File: config.mk
export PLATFORM = sky130hd
export DESIGN_NAME = sdram_pwrup_seq
export DESIGN_NICKNAME = d
export VERILOG_FILES = /design/src/rtl/sdram_seq_pkg.sv /design/src/rtl/seq_reset_sync.sv /design/src/rtl/seq_delay_cnt.sv /design/src/rtl/seq_cmd_drive.sv /design/src/rtl/seq_refresh_tmr.sv /design/src/rtl/sdram_pwrup_seq.sv
export SDC_FILE = /design/constraint.sdc
export NUM_CORES = 1
export LEC_CHECK = 0
export BUFFER_PORTS_ARGS = -buffer_cell sky130_fd_sc_hd__buf_2
export CORE_MARGIN = 5
export CORE_UTILIZATION = 50
export DETAILED_ROUTE_END_ITERATION = 7
export PLACE_DENSITY = 0.79
export SYNTH_ARGS = -nofsm -noshare
export SYNTH_HDL_FRONTEND = slang
export SYNTH_SLANG_ARGS = --single-unit
File: constraint.sdc
create_clock -name clk -period 2.75 [get_ports clk]
set_clock_uncertainty 0.1 [all_clocks]
set_input_delay 0.1375 -clock clk [delete_from_list [all_inputs] [get_ports clk]]
set_output_delay 0.1375 -clock clk [all_outputs]
set_load 0.05 [all_outputs]
File: src/rtl/sdram_seq_pkg.sv
package sdram_seq_pkg;

  typedef enum logic [1:0] {
    CMD_NOP,
    CMD_PRE,
    CMD_REF,
    CMD_MRS
  } cmd_e;

  typedef enum logic [2:0] {
    ST_RESET,
    ST_PWAIT,
    ST_TRP,
    ST_TRC,
    ST_TMRD,
    ST_DONE
  } state_e;

  typedef struct packed {
    logic cs_n;
    logic ras_n;
    logic cas_n;
    logic we_n;
  } pins_t;

  // Strobe levels for each command
  function automatic pins_t cmd_pins(cmd_e c);
    pins_t p;
    case (c)
      CMD_PRE: p = '{cs_n: 1'b0, ras_n: 1'b0, cas_n: 1'b1, we_n: 1'b0};
      CMD_REF: p = '{cs_n: 1'b0, ras_n: 1'b0, cas_n: 1'b0, we_n: 1'b1};
      CMD_MRS: p = '{cs_n: 1'b0, ras_n: 1'b0, cas_n: 1'b0, we_n: 1'b0};
      default: p = '{cs_n: 1'b0, ras_n: 1'b1, cas_n: 1'b1, we_n: 1'b1};
    endcase
    return p;
  endfunction

  // Mode register word assembled from its fields
  function automatic logic [15:0] mode_word(input logic [2:0] burst_code,
                                            input logic       interleave,
                                            input logic [2:0] cas_lat,
                                            input logic [1:0] op_mode,
                                            input logic       single_wr);
    logic [15:0] w;
    w        = '0;
    w[2:0]   = burst_code;
    w[3]     = interleave;
    w[6:4]   = cas_lat;
    w[8:7]   = op_mode;
    w[9]     = single_wr;
    return w;
  endfunction

endpackage

File: src/rtl/seq_reset_sync.sv
module seq_reset_sync (
  input  logic clk,
  input  logic rst_n,
  output logic rst_sync_n
);
  logic stage1_q;

  always_ff @(posedge clk or negedge rst_n) begin
    if (!rst_n) begin
      stage1_q   <= 1'b0;
      rst_sync_n <= 1'b0;
    end else begin
      stage1_q   <= 1'b1;
      rst_sync_n <= stage1_q;
    end
  end
endmodule

File: src/rtl/seq_delay_cnt.sv
module seq_delay_cnt #(
  parameter int W = 14
) (
  input  logic         clk,
  input  logic         rst_n,
  input  logic         load,
  input  logic [W-1:0] load_val,
  output logic         zero
);
  logic [W-1:0] cnt_q, cnt_d;

  always_comb begin
    cnt_d = cnt_q;
    if (load)
      cnt_d = load_val;
    else if (cnt_q != '0)
      cnt_d = cnt_q - 1'b1;
  end

  always_ff @(posedge clk or negedge rst_n) begin
    if (!rst_n) cnt_q <= '0;
    else        cnt_q <= cnt_d;
  end

  assign zero = (cnt_q == '0);
endmodule

File: src/rtl/seq_cmd_drive.sv
module seq_cmd_drive
  import sdram_seq_pkg::*;
#(
  parameter int          ADDR_W  = 12,
  parameter int          BA_W    = 2,
  parameter int          A10_POS = 10,
  parameter logic [15:0] MODE    = 16'h0230
) (
  input  logic              clk,
  input  logic              rst_n,
  input  logic              cke_next,
  input  cmd_e              cmd_next,
  output logic              cke,
  output logic              cs_n,
  output logic              ras_n,
  output logic              cas_n,
  output logic              we_n,
  output logic [ADDR_W-1:0] addr,
  output logic [BA_W-1:0]   ba
);
  pins_t             pins_d, pins_q;
  logic [ADDR_W-1:0] addr_d;

  always_comb begin
    pins_d = cmd_pins(cmd_next);
    addr_d = '0;
    case (cmd_next)
      CMD_PRE: addr_d[A10_POS] = 1'b1;
      CMD_MRS: addr_d = MODE[ADDR_W-1:0];
      default: addr_d = '0;
    endcase
  end

  always_ff @(posedge clk or negedge rst_n) begin
    if (!rst_n) begin
      cke    <= 1'b0;
      pins_q <= cmd_pins(CMD_NOP);
      addr   <= '0;
      ba     <= '0;
    end else begin
      cke    <= cke_next;
      pins_q <= pins_d;
      addr   <= addr_d;
      ba     <= '0;
    end
  end

  assign cs_n  = pins_q.cs_n;
  assign ras_n = pins_q.ras_n;
  assign cas_n = pins_q.cas_n;
  assign we_n  = pins_q.we_n;
endmodule

File: src/rtl/seq_refresh_tmr.sv
module seq_refresh_tmr #(
  parameter int W = 16
) (
  input  logic         clk,
  input  logic         rst_n,
  input  logic         load,
  input  logic         run,
  input  logic [W-1:0] period,
  output logic         req
);
  logic [W-1:0] cnt_q, cnt_d;
  logic         req_d;

  always_comb begin
    cnt_d = cnt_q;
    req_d = 1'b0;
    if (load) begin
      cnt_d = period - 1'b1;
    end else if (run) begin
      if (cnt_q == '0) begin
        req_d = 1'b1;
        cnt_d = period - 1'b1;
      end else begin
        cnt_d = cnt_q - 1'b1;
      end
    end
  end

  always_ff @(posedge clk or negedge rst_n) begin
    if (!rst_n) begin
      cnt_q <= '0;
      req   <= 1'b0;
    end else begin
      cnt_q <= cnt_d;
      req   <= req_d;
    end
  end
endmodule

File: src/rtl/sdram_pwrup_seq.sv
module sdram_pwrup_seq
  import sdram_seq_pkg::*;
#(
  parameter int CLK_MHZ    = 90,
  parameter int WAIT_US    = 100,
  parameter int T_RP       = 2,
  parameter int T_RC       = 7,
  parameter int T_MRD      = 2,
  parameter int REF_CYCLES = 8,
  parameter int CAS_LAT    = 3,
  parameter int ADDR_W     = 12,
  parameter int BA_W       = 2,
  parameter int REF_W      = 16
) (
  input  logic              clk,
  input  logic              rst_n,
  input  logic [REF_W-1:0]  refresh_count,
  output logic              cke,
  output logic              cs_n,
  output logic              ras_n,
  output logic              cas_n,
  output logic              we_n,
  output logic [ADDR_W-1:0] addr,
  output logic [BA_W-1:0]   ba,
  output logic              init_done,
  output logic              refresh_req
);
  localparam int PWR_CYC = CLK_MHZ * WAIT_US;
  localparam int MAX_A   = (PWR_CYC > T_RC) ? PWR_CYC : T_RC;
  localparam int MAX_B   = (T_RP > T_MRD) ? T_RP : T_MRD;
  localparam int MAX_DLY = (MAX_A > MAX_B) ? MAX_A : MAX_B;
  localparam int DLY_W   = $clog2(MAX_DLY + 1);
  localparam int RN_W    = $clog2(REF_CYCLES + 1);
  localparam logic [15:0] MODE =
    mode_word(3'b000, 1'b0, 3'(CAS_LAT), 2'b00, 1'b1);

  logic             rst_i_n;
  state_e           st_q, st_d;
  cmd_e             cmd_d;
  logic [RN_W-1:0]  refn_q, refn_d;
  logic             done_q, done_d;
  logic             dly_load, dly_zero, tmr_load;
  logic [DLY_W-1:0] dly_val;

  seq_reset_sync u_rst (
    .clk        (clk),
    .rst_n      (rst_n),
    .rst_sync_n (rst_i_n)
  );

  seq_delay_cnt #(.W(DLY_W)) u_dly (
    .clk      (clk),
    .rst_n    (rst_i_n),
    .load     (dly_load),
    .load_val (dly_val),
    .zero     (dly_zero)
  );

  // Next-state process
  always_comb begin
    st_d     = st_q;
    cmd_d    = CMD_NOP;
    refn_d   = refn_q;
    done_d   = done_q;
    dly_load = 1'b0;
    dly_val  = '0;
    tmr_load = 1'b0;
    case (st_q)
      ST_RESET: begin
        dly_load = 1'b1;
        dly_val  = DLY_W'(PWR_CYC - 1);
        st_d     = ST_PWAIT;
      end
      ST_PWAIT: if (dly_zero) begin
        cmd_d    = CMD_PRE;
        dly_load = 1'b1;
        dly_val  = DLY_W'(T_RP - 1);
        st_d     = ST_TRP;
      end
      ST_TRP: if (dly_zero) begin
        cmd_d    = CMD_REF;
        dly_load = 1'b1;
        dly_val  = DLY_W'(T_RC - 1);
        refn_d   = RN_W'(1);
        st_d     = ST_TRC;
      end
      ST_TRC: if (dly_zero) begin
        dly_load = 1'b1;
        if (refn_q == RN_W'(REF_CYCLES)) begin
          cmd_d   = CMD_MRS;
          dly_val = DLY_W'(T_MRD - 1);
          st_d    = ST_TMRD;
        end else begin
          cmd_d   = CMD_REF;
          dly_val = DLY_W'(T_RC - 1);
          refn_d  = refn_q + 1'b1;
        end
      end
      ST_TMRD: if (dly_zero) begin
        done_d   = 1'b1;
        tmr_load = 1'b1;
        st_d     = ST_DONE;
      end
      default: st_d = ST_DONE;
    endcase
  end

  // Register process
  always_ff @(posedge clk or negedge rst_i_n) begin
    if (!rst_i_n) begin
      st_q   <= ST_RESET;
      refn_q <= '0;
      done_q <= 1'b0;
    end else begin
      st_q   <= st_d;
      refn_q <= refn_d;
      done_q <= done_d;
    end
  end

  seq_cmd_drive #(
    .ADDR_W  (ADDR_W),
    .BA_W    (BA_W),
    .A10_POS (10),
    .MODE    (MODE)
  ) u_drv (
    .clk      (clk),
    .rst_n    (rst_i_n),
    .cke_next (1'b1),
    .cmd_next (cmd_d),
    .cke      (cke),
    .cs_n     (cs_n),
    .ras_n    (ras_n),
    .cas_n    (cas_n),
    .we_n     (we_n),
    .addr     (addr),
    .ba       (ba)
  );

  seq_refresh_tmr #(.W(REF_W)) u_tmr (
    .clk    (clk),
    .rst_n  (rst_i_n),
    .load   (tmr_load),
    .run    (done_q),
    .period (refresh_count),
    .req    (refresh_req)
  );

  assign init_done = done_q;
endmodule

# == After elaboration in Yosys (flattened, before gate mapping) ==
# Cells that the tools add are included.
# op_classes
reduce_logical,11
n_eq_ne,14
muxes,34
n_addsub,4
# op_table
operator,count
one-hot mux 14 bit (4 select lines),1
2-to-1 mux 16 bit,3
subtractor 16 x 1 -> 16 bit (second input constant),2
2-to-1 mux 14 bit,2
2-to-1 mux 3 bit,8
zero test 16 bit,1
one-hot mux 3 bit (5 select lines),1
zero test 14 bit,1
nonzero test 14 bit,1
subtractor 14 x 1 -> 14 bit (second input constant),1
2-to-1 mux 4 bit,3
!= test 2 bit (second input constant),6
2-to-1 mux 10 bit,1
2-to-1 mux 1 bit,9
one-hot mux 3 bit (3 select lines),1
one-hot mux 4 bit (2 select lines),1
== test 3 x 2 -> 1 bit (second input constant),2
one-hot mux 2 bit (3 select lines),1
nonzero test 2 bit,3
AND reduction 5 bit,1
adder 4 x 1 -> 4 bit (second input constant),1
== test 2 bit (second input constant),2
== test 4 bit (second input constant),1
2-to-1 mux 2 bit,2
8 further kinds,8
# word_totals
wordCells,76
ff_bits,56
in_bits,18
out_inout_bits,21

# == Logic depth before layout (Yosys ltp) ==
# depth
depth_word,6
mapped_depth,9
ltp_nobuf,7

# == Hierarchy ==
# Synthesis repeated with hierarchy kept, for this count alone.
# unflattened
hier_cells,334
area_unflattened_um2,3110.5
# by_module_without_submodules
mod,n_inst,seq_area_each_um2,area_each_um2,cells_each
seq_refresh_tmr,1,425.4,1438.9,171
seq_delay_cnt,1,350.3,825.8,77
sdram_pwrup_seq,1,200.2,513.0,58
seq_cmd_drive,1,153.9,279.0,25
seq_reset_sync,1,50.0,53.8,3

# == Least setup slack after synthesis ==
# OpenSTA, ideal clock, no wires.
# synth_timing
kind,register -> register
start,register u_dly.cnt_q[0]
end,register refn_q[2]
path_stages_with_launch,10
setup_ps,127
synth_period_minus_slack_ps,2554
path_slack_ps,196
arrival_time_ps,2327
n_path_buf,2
required_time_ps,2523
path_cell_list,dfrtp_1 inv_1 ha_1 or4b_4 or4_4 buf_6 or2_1 buf_2 o21ai_1 o31ai_2
# synth_via
elab_chain_len,3
elab_cells_between_ends,4
classes_between,eq/ne: 2; reduce/logical: 2
# synth_lines
element,line_no,source
from (decl),seq_delay_cnt.sv:10,"logic [W-1:0] cnt_q, cnt_d;"
from (signal assigned),seq_delay_cnt.sv:22,else cnt_q <= cnt_d;
zero test 14 bit (*),seq_delay_cnt.sv:25,assign zero = (cnt_q == '0);
!= test 2 bit (no line),-,
AND reduction 4 bit (no line) (*),-,
to (signal assigned),sdram_pwrup_seq.sv:116,refn_q <= refn_d;
to (decl),sdram_pwrup_seq.sv:40,"logic [RN_W-1:0] refn_q, refn_d;"
# Every way passes the cells marked *; elsewhere a longest branch is shown, timed or not.
# A chain may end at the register's enable or synchronous reset.

# == Final worst setup path ==
# Ends and elaborated chain as after synthesis.

==> impl_metrics.prom <==
# TYPE chip_impl_metric gauge
chip_impl_info{name="clock-root-buffer",value="clkbuf_8"} 1
chip_impl_info{name="layout.cells.most_common",value="dfrtp_1"} 1
chip_impl_metric{name="cts_max_path_buffers",unit=""} 2
chip_impl_metric{name="timing_hold_violations_final",unit=""} 0
chip_impl_metric{name="min_path_cells",unit=""} 3
chip_impl_info{name="grt_setup_unrepaired",value="false"} 1
chip_impl_metric{name="core_area",unit="mm²"} 0.00557
chip_impl_metric{name="placement.io_buffers",unit=""} 27
chip_impl_metric{name="drt-initial-drc-count",unit=""} 155
chip_impl_metric{name="regArea",unit="mm²"} 0.00118
chip_impl_info{name="timing.hold.worst.class",value="primary input to flop"} 1
chip_impl_metric{name="maximum_achievable_frequency",unit="GHz"} 0.385
chip_impl_metric{name="cts.clk_slew.worst_paths",unit="ps"} 100
chip_impl_metric{name="multiInputGateArea",unit="mm²"} 0.00156
chip_impl_metric{name="worst-endpoint-arrival",unit="ps"} 2700
chip_impl_metric{name="syn_to_final_growth",unit="%"} 8.61
chip_impl_metric{name="grt_start_max_net_pins",unit=""} 46
chip_impl_metric{name="final_max_slew_viol_count",unit=""} 0
chip_impl_metric{name="final_cell_area",unit="mm²"} 0.00314
chip_impl_metric{name="dr.pass1.iters",unit=""} 4
chip_impl_metric{name="final_setup_margin",unit="ps"} 156
chip_impl_metric{name="period_minus_slack",unit="ps"} 2590
chip_impl_info{name="crit_type",value="flop to flop"} 1
chip_impl_metric{name="io_pins",unit=""} 39
chip_impl_metric{name="starting_density_of_the_core",unit="%"} 51.9
chip_impl_info{name="setup.worst_path.start_class",value="flop"} 1
chip_impl_metric{name="n_fill_cell",unit=""} 521
chip_impl_metric{name="cts_setup_buffers",unit=""} 0
chip_impl_metric{name="slew-limit-headroom",unit="%"} 35.2
chip_impl_metric{name="grt_pass1_wl",unit="mm"} 9.74
chip_impl_metric{name="fin_crit_sh",unit="%"} 94.3
chip_impl_metric{name="drcViolationCount",unit=""} 0
chip_impl_metric{name="dp_worst_setup_slack",unit="ps"} 195
chip_impl_metric{name="setup_total_negative_slack",unit="ps"} 0
chip_impl_info{name="post_synth_main_area_contributors",value="dfrtp_1, xnor2_1, nor2_1"} 1
chip_impl_metric{name="drive_above_1_share",unit="%"} 19.1
chip_impl_metric{name="powerDensity",unit="mW/mm²"} 411
chip_impl_metric{name="max_slew.worst_pin.slew",unit="ps"} 973
chip_impl_info{name="crit_slowest_cell",value="or4_4"} 1
chip_impl_metric{name="vias",unit=""} 2320
chip_impl_metric{name="p_leak",unit="nW"} 1.25
chip_impl_metric{name="floorplan.die.width",unit="µm"} 86.0
chip_impl_metric{name="cts_hold_repair.buffers",unit=""} 1
chip_impl_metric{name="finalWeightedCongestion",unit=""} 0.861
chip_impl_metric{name="post_dp_cell_area",unit="mm²"} 0.00303
chip_impl_info{name="synth.largest_area_cell",value="dfrtp_1"} 1
chip_impl_metric{name="antenna_violating_nets_post_route",unit=""} 0
chip_impl_metric{name="antenna_found_initial",unit=""} 0
chip_impl_info{name="mostFrequentLayoutCells",value="dfrtp_1, nor2_1, nand2_1"} 1
chip_impl_metric{name="detail_route.vias_per_cell",unit=""} 5.62
chip_impl_metric{name="cts.sinks",unit=""} 47
chip_impl_metric{name="grtUsageTotal",unit="%"} 16.3
chip_impl_info{name="cp-end-kind",value="flop"} 1
chip_impl_metric{name="ctsHtreeMaxLevel",unit=""} 2
chip_impl_metric{name="floorplan.die_area",unit="mm²"} 0.00740
chip_impl_info{name="synth_top_flop_cell",value="dfrtp_1"} 1
chip_impl_metric{name="syn_area",unit="mm²"} 0.00289
chip_impl_metric{name="yosysTopAreaCellShare",unit="%"} 38.1
chip_impl_metric{name="dpl.hpwl",unit="mm"} 4.30
chip_impl_metric{name="critical_path.max_fanout",unit=""} 9
chip_impl_metric{name="number_of_placement_rows",unit=""} 27
chip_impl_info{name="crit_path_cell_trace",value="inv_1, ha_1, or4b_4, or4_4, or2_1, o21ai_1, o31ai_2"} 1
chip_impl_metric{name="synth_sequential_area_ratio",unit="%"} 40.8
chip_impl_metric{name="synth_edf_count",unit=""} 0
chip_impl_metric{name="ys_types",unit=""} 63
chip_impl_metric{name="synth_warn",unit=""} 0
chip_impl_metric{name="timing.final.setup_violations",unit=""} 0
chip_impl_metric{name="post_synth_inst_count",unit=""} 313
chip_impl_info{name="tritoncts",value="done"} 1
chip_impl_metric{name="cts_repair_resize_count",unit=""} 0
chip_impl_metric{name="max_stage_delay",unit="ps"} 560
chip_impl_metric{name="detail_route.wl_per_cell",unit="µm"} 14.2
chip_impl_metric{name="finalWirelength",unit="mm"} 5.88
chip_impl_metric{name="globalRoute.totalOverflow",unit=""} 0
chip_impl_metric{name="tritoncts_buffers",unit=""} 5
chip_impl_metric{name="grt_pass1_vias",unit=""} 2085
chip_impl_metric{name="clk-insertion-delay-late",unit="ps"} 310
chip_impl_metric{name="ir_drop",unit="mV"} 0.207
chip_impl_metric{name="asr_flop_ratio_synth",unit="%"} 100
chip_impl_metric{name="crit_required",unit="ps"} 2850
chip_impl_info{name="run_status",value="completed"} 1
chip_impl_metric{name="timing.max_cap.violations",unit=""} 0
chip_impl_metric{name="r2r_cells",unit=""} 7
chip_impl_metric{name="synth-seq-cells",unit=""} 47
chip_impl_metric{name="num_antenna_cells",unit=""} 0
chip_impl_metric{name="final_nets",unit=""} 364
chip_impl_metric{name="dieHeight",unit="µm"} 86.0
chip_impl_metric{name="synth.avg_cell_area",unit="µm²"} 9.24
metrics by stage:
step | std cells | power, mW | hold slack (ps) | util [%]
2_1_floorplan | 324 | 0.830 | -258 | -
3_3_place_gp | 404 | 0.852 | -178 | 54.4
3_5_place_dp | 404 | 0.855 | -177 | 54.4
4_1_cts | 413 | 1.30 | 2.05 | 56.3
5_1_grt | 413 | 1.35 | 25.8 | 56.3
6_report | 413 | 1.29 | 2.20 | 56.3
flip-flops by register name, summed over array words and instances (netlist names):
| signal | count |
|---|---|
| u_drv.ras_n | 1 |
| u_rst.rst_sync_n | 1 |
| init_done | 1 |
| u_drv.addr | 2 |
| u_dly.cnt_q | 14 |
| st_q | 3 |
| u_rst.stage1_q | 1 |
| u_tmr.cnt_q | 16 |
| u_drv.cke | 1 |
| u_drv.we_n | 1 |
| u_tmr.req | 1 |
| refn_q | 4 |
| u_drv.cas_n | 1 |
logic make-up (layout without fill, tap and decap cells):
| kind of cell | Yosys count | count (layout) | synth area share, % |
|---|---|---|---|
| and+or+nand+nor | 140 | 140 | 27.0 |
| buffers and inverters | 33 | 50 | 6.79 |
| adders and majority gates | 6 | 6 | 2.60 |
| other | 2 | 13 | 0.260 |
| DFF | 47 | 47 | 40.8 |
| xor gates and xnor gates | 23 | 23 | 6.97 |
| AOI/OAI and AO/OA | 57 | 57 | 13.8 |
| muxes | 5 | 5 | 1.73 |
report_power, final:
group | switching (mW) | leakage (nW) | internal [mW]
clock | 0.260 | 0.0467 | 0.189
combinational | 0.0715 | 0.643 | 0.0358
sequential | 0.0288 | 0.559 | 0.707
total | 0.360 | 1.25 | 0.931
cell usage after synthesis, types with 3 or more instances:
library cell,instances
a22oi_1,4
a32oi_1,5
clkbuf_1,6
or3_1,5
nand2b_1,4
nor4_1,9
mux2i_1,5
nand3_1,12
xnor2_1,15
buf_4,14
nor4b_1,3
dfstp_2,3
or4_1,6
o21ai_0,13
nand2_1,29
inv_1,9
a21oi_1,9
ha_1,6
and3_1,3
nor2_1,32
xor2_1,8
o211ai_1,5
nor2b_1,4
nor3_1,10
dfrtp_1,44
routing by layer:
metal  GRT usage, %  routed length [µm]  vias up
met2           24.4                2580       76
met5              0                   0        -
li1               -                   -     1162
met4           4.32                  46        0
met1           23.3                2810     1078
met3           4.32                 434        4
cell type report:
type	count	share of cell area, %
clock inverter	3	0.876
sequential	47	37.6
multi-input combinational	244	49.6
tap	72	2.87
timing repair buffer	33	5.82
clock buffer	5	2.19
inverter	9	1.08
final timing paths:
kind / start / end / slack [ps]
max: u_dly.cnt_q[0]$_DFFE_PN0P_ / refn_q[2]$_DFFE_PN0P_ / 160
min: refresh_count[15] / u_tmr.cnt_q[15]$_DFFE_PN0P_ / 2
max reg2reg: u_dly.cnt_q[0]$_DFFE_PN0P_ / refn_q[2]$_DFFE_PN0P_ / 160
min reg2reg: u_rst.stage1_q$_DFF_PN0_ / u_rst.rst_sync_n$_DFF_PN0_ / 260
max in group asynchronous: u_rst.rst_sync_n$_DFF_PN0_ / u_tmr.cnt_q[5]$_DFFE_PN0P_ / 1610
min in group asynchronous: rst_n / u_rst.stage1_q$_DFF_PN0_ / 40
critical path, delay by kind of cell, from the launching register on:
family | cells | cell delay, ps
AND/OR/NAND/NOR | 3 | 1390
buffers and inverters | 1 | 70
AO/OA/AOI/OAI | 2 | 280
flip-flops | 1 | 440
adder cells (fa/ha/maj) | 1 | 200
No activity file was read; power rests on OpenSTA's default activity.
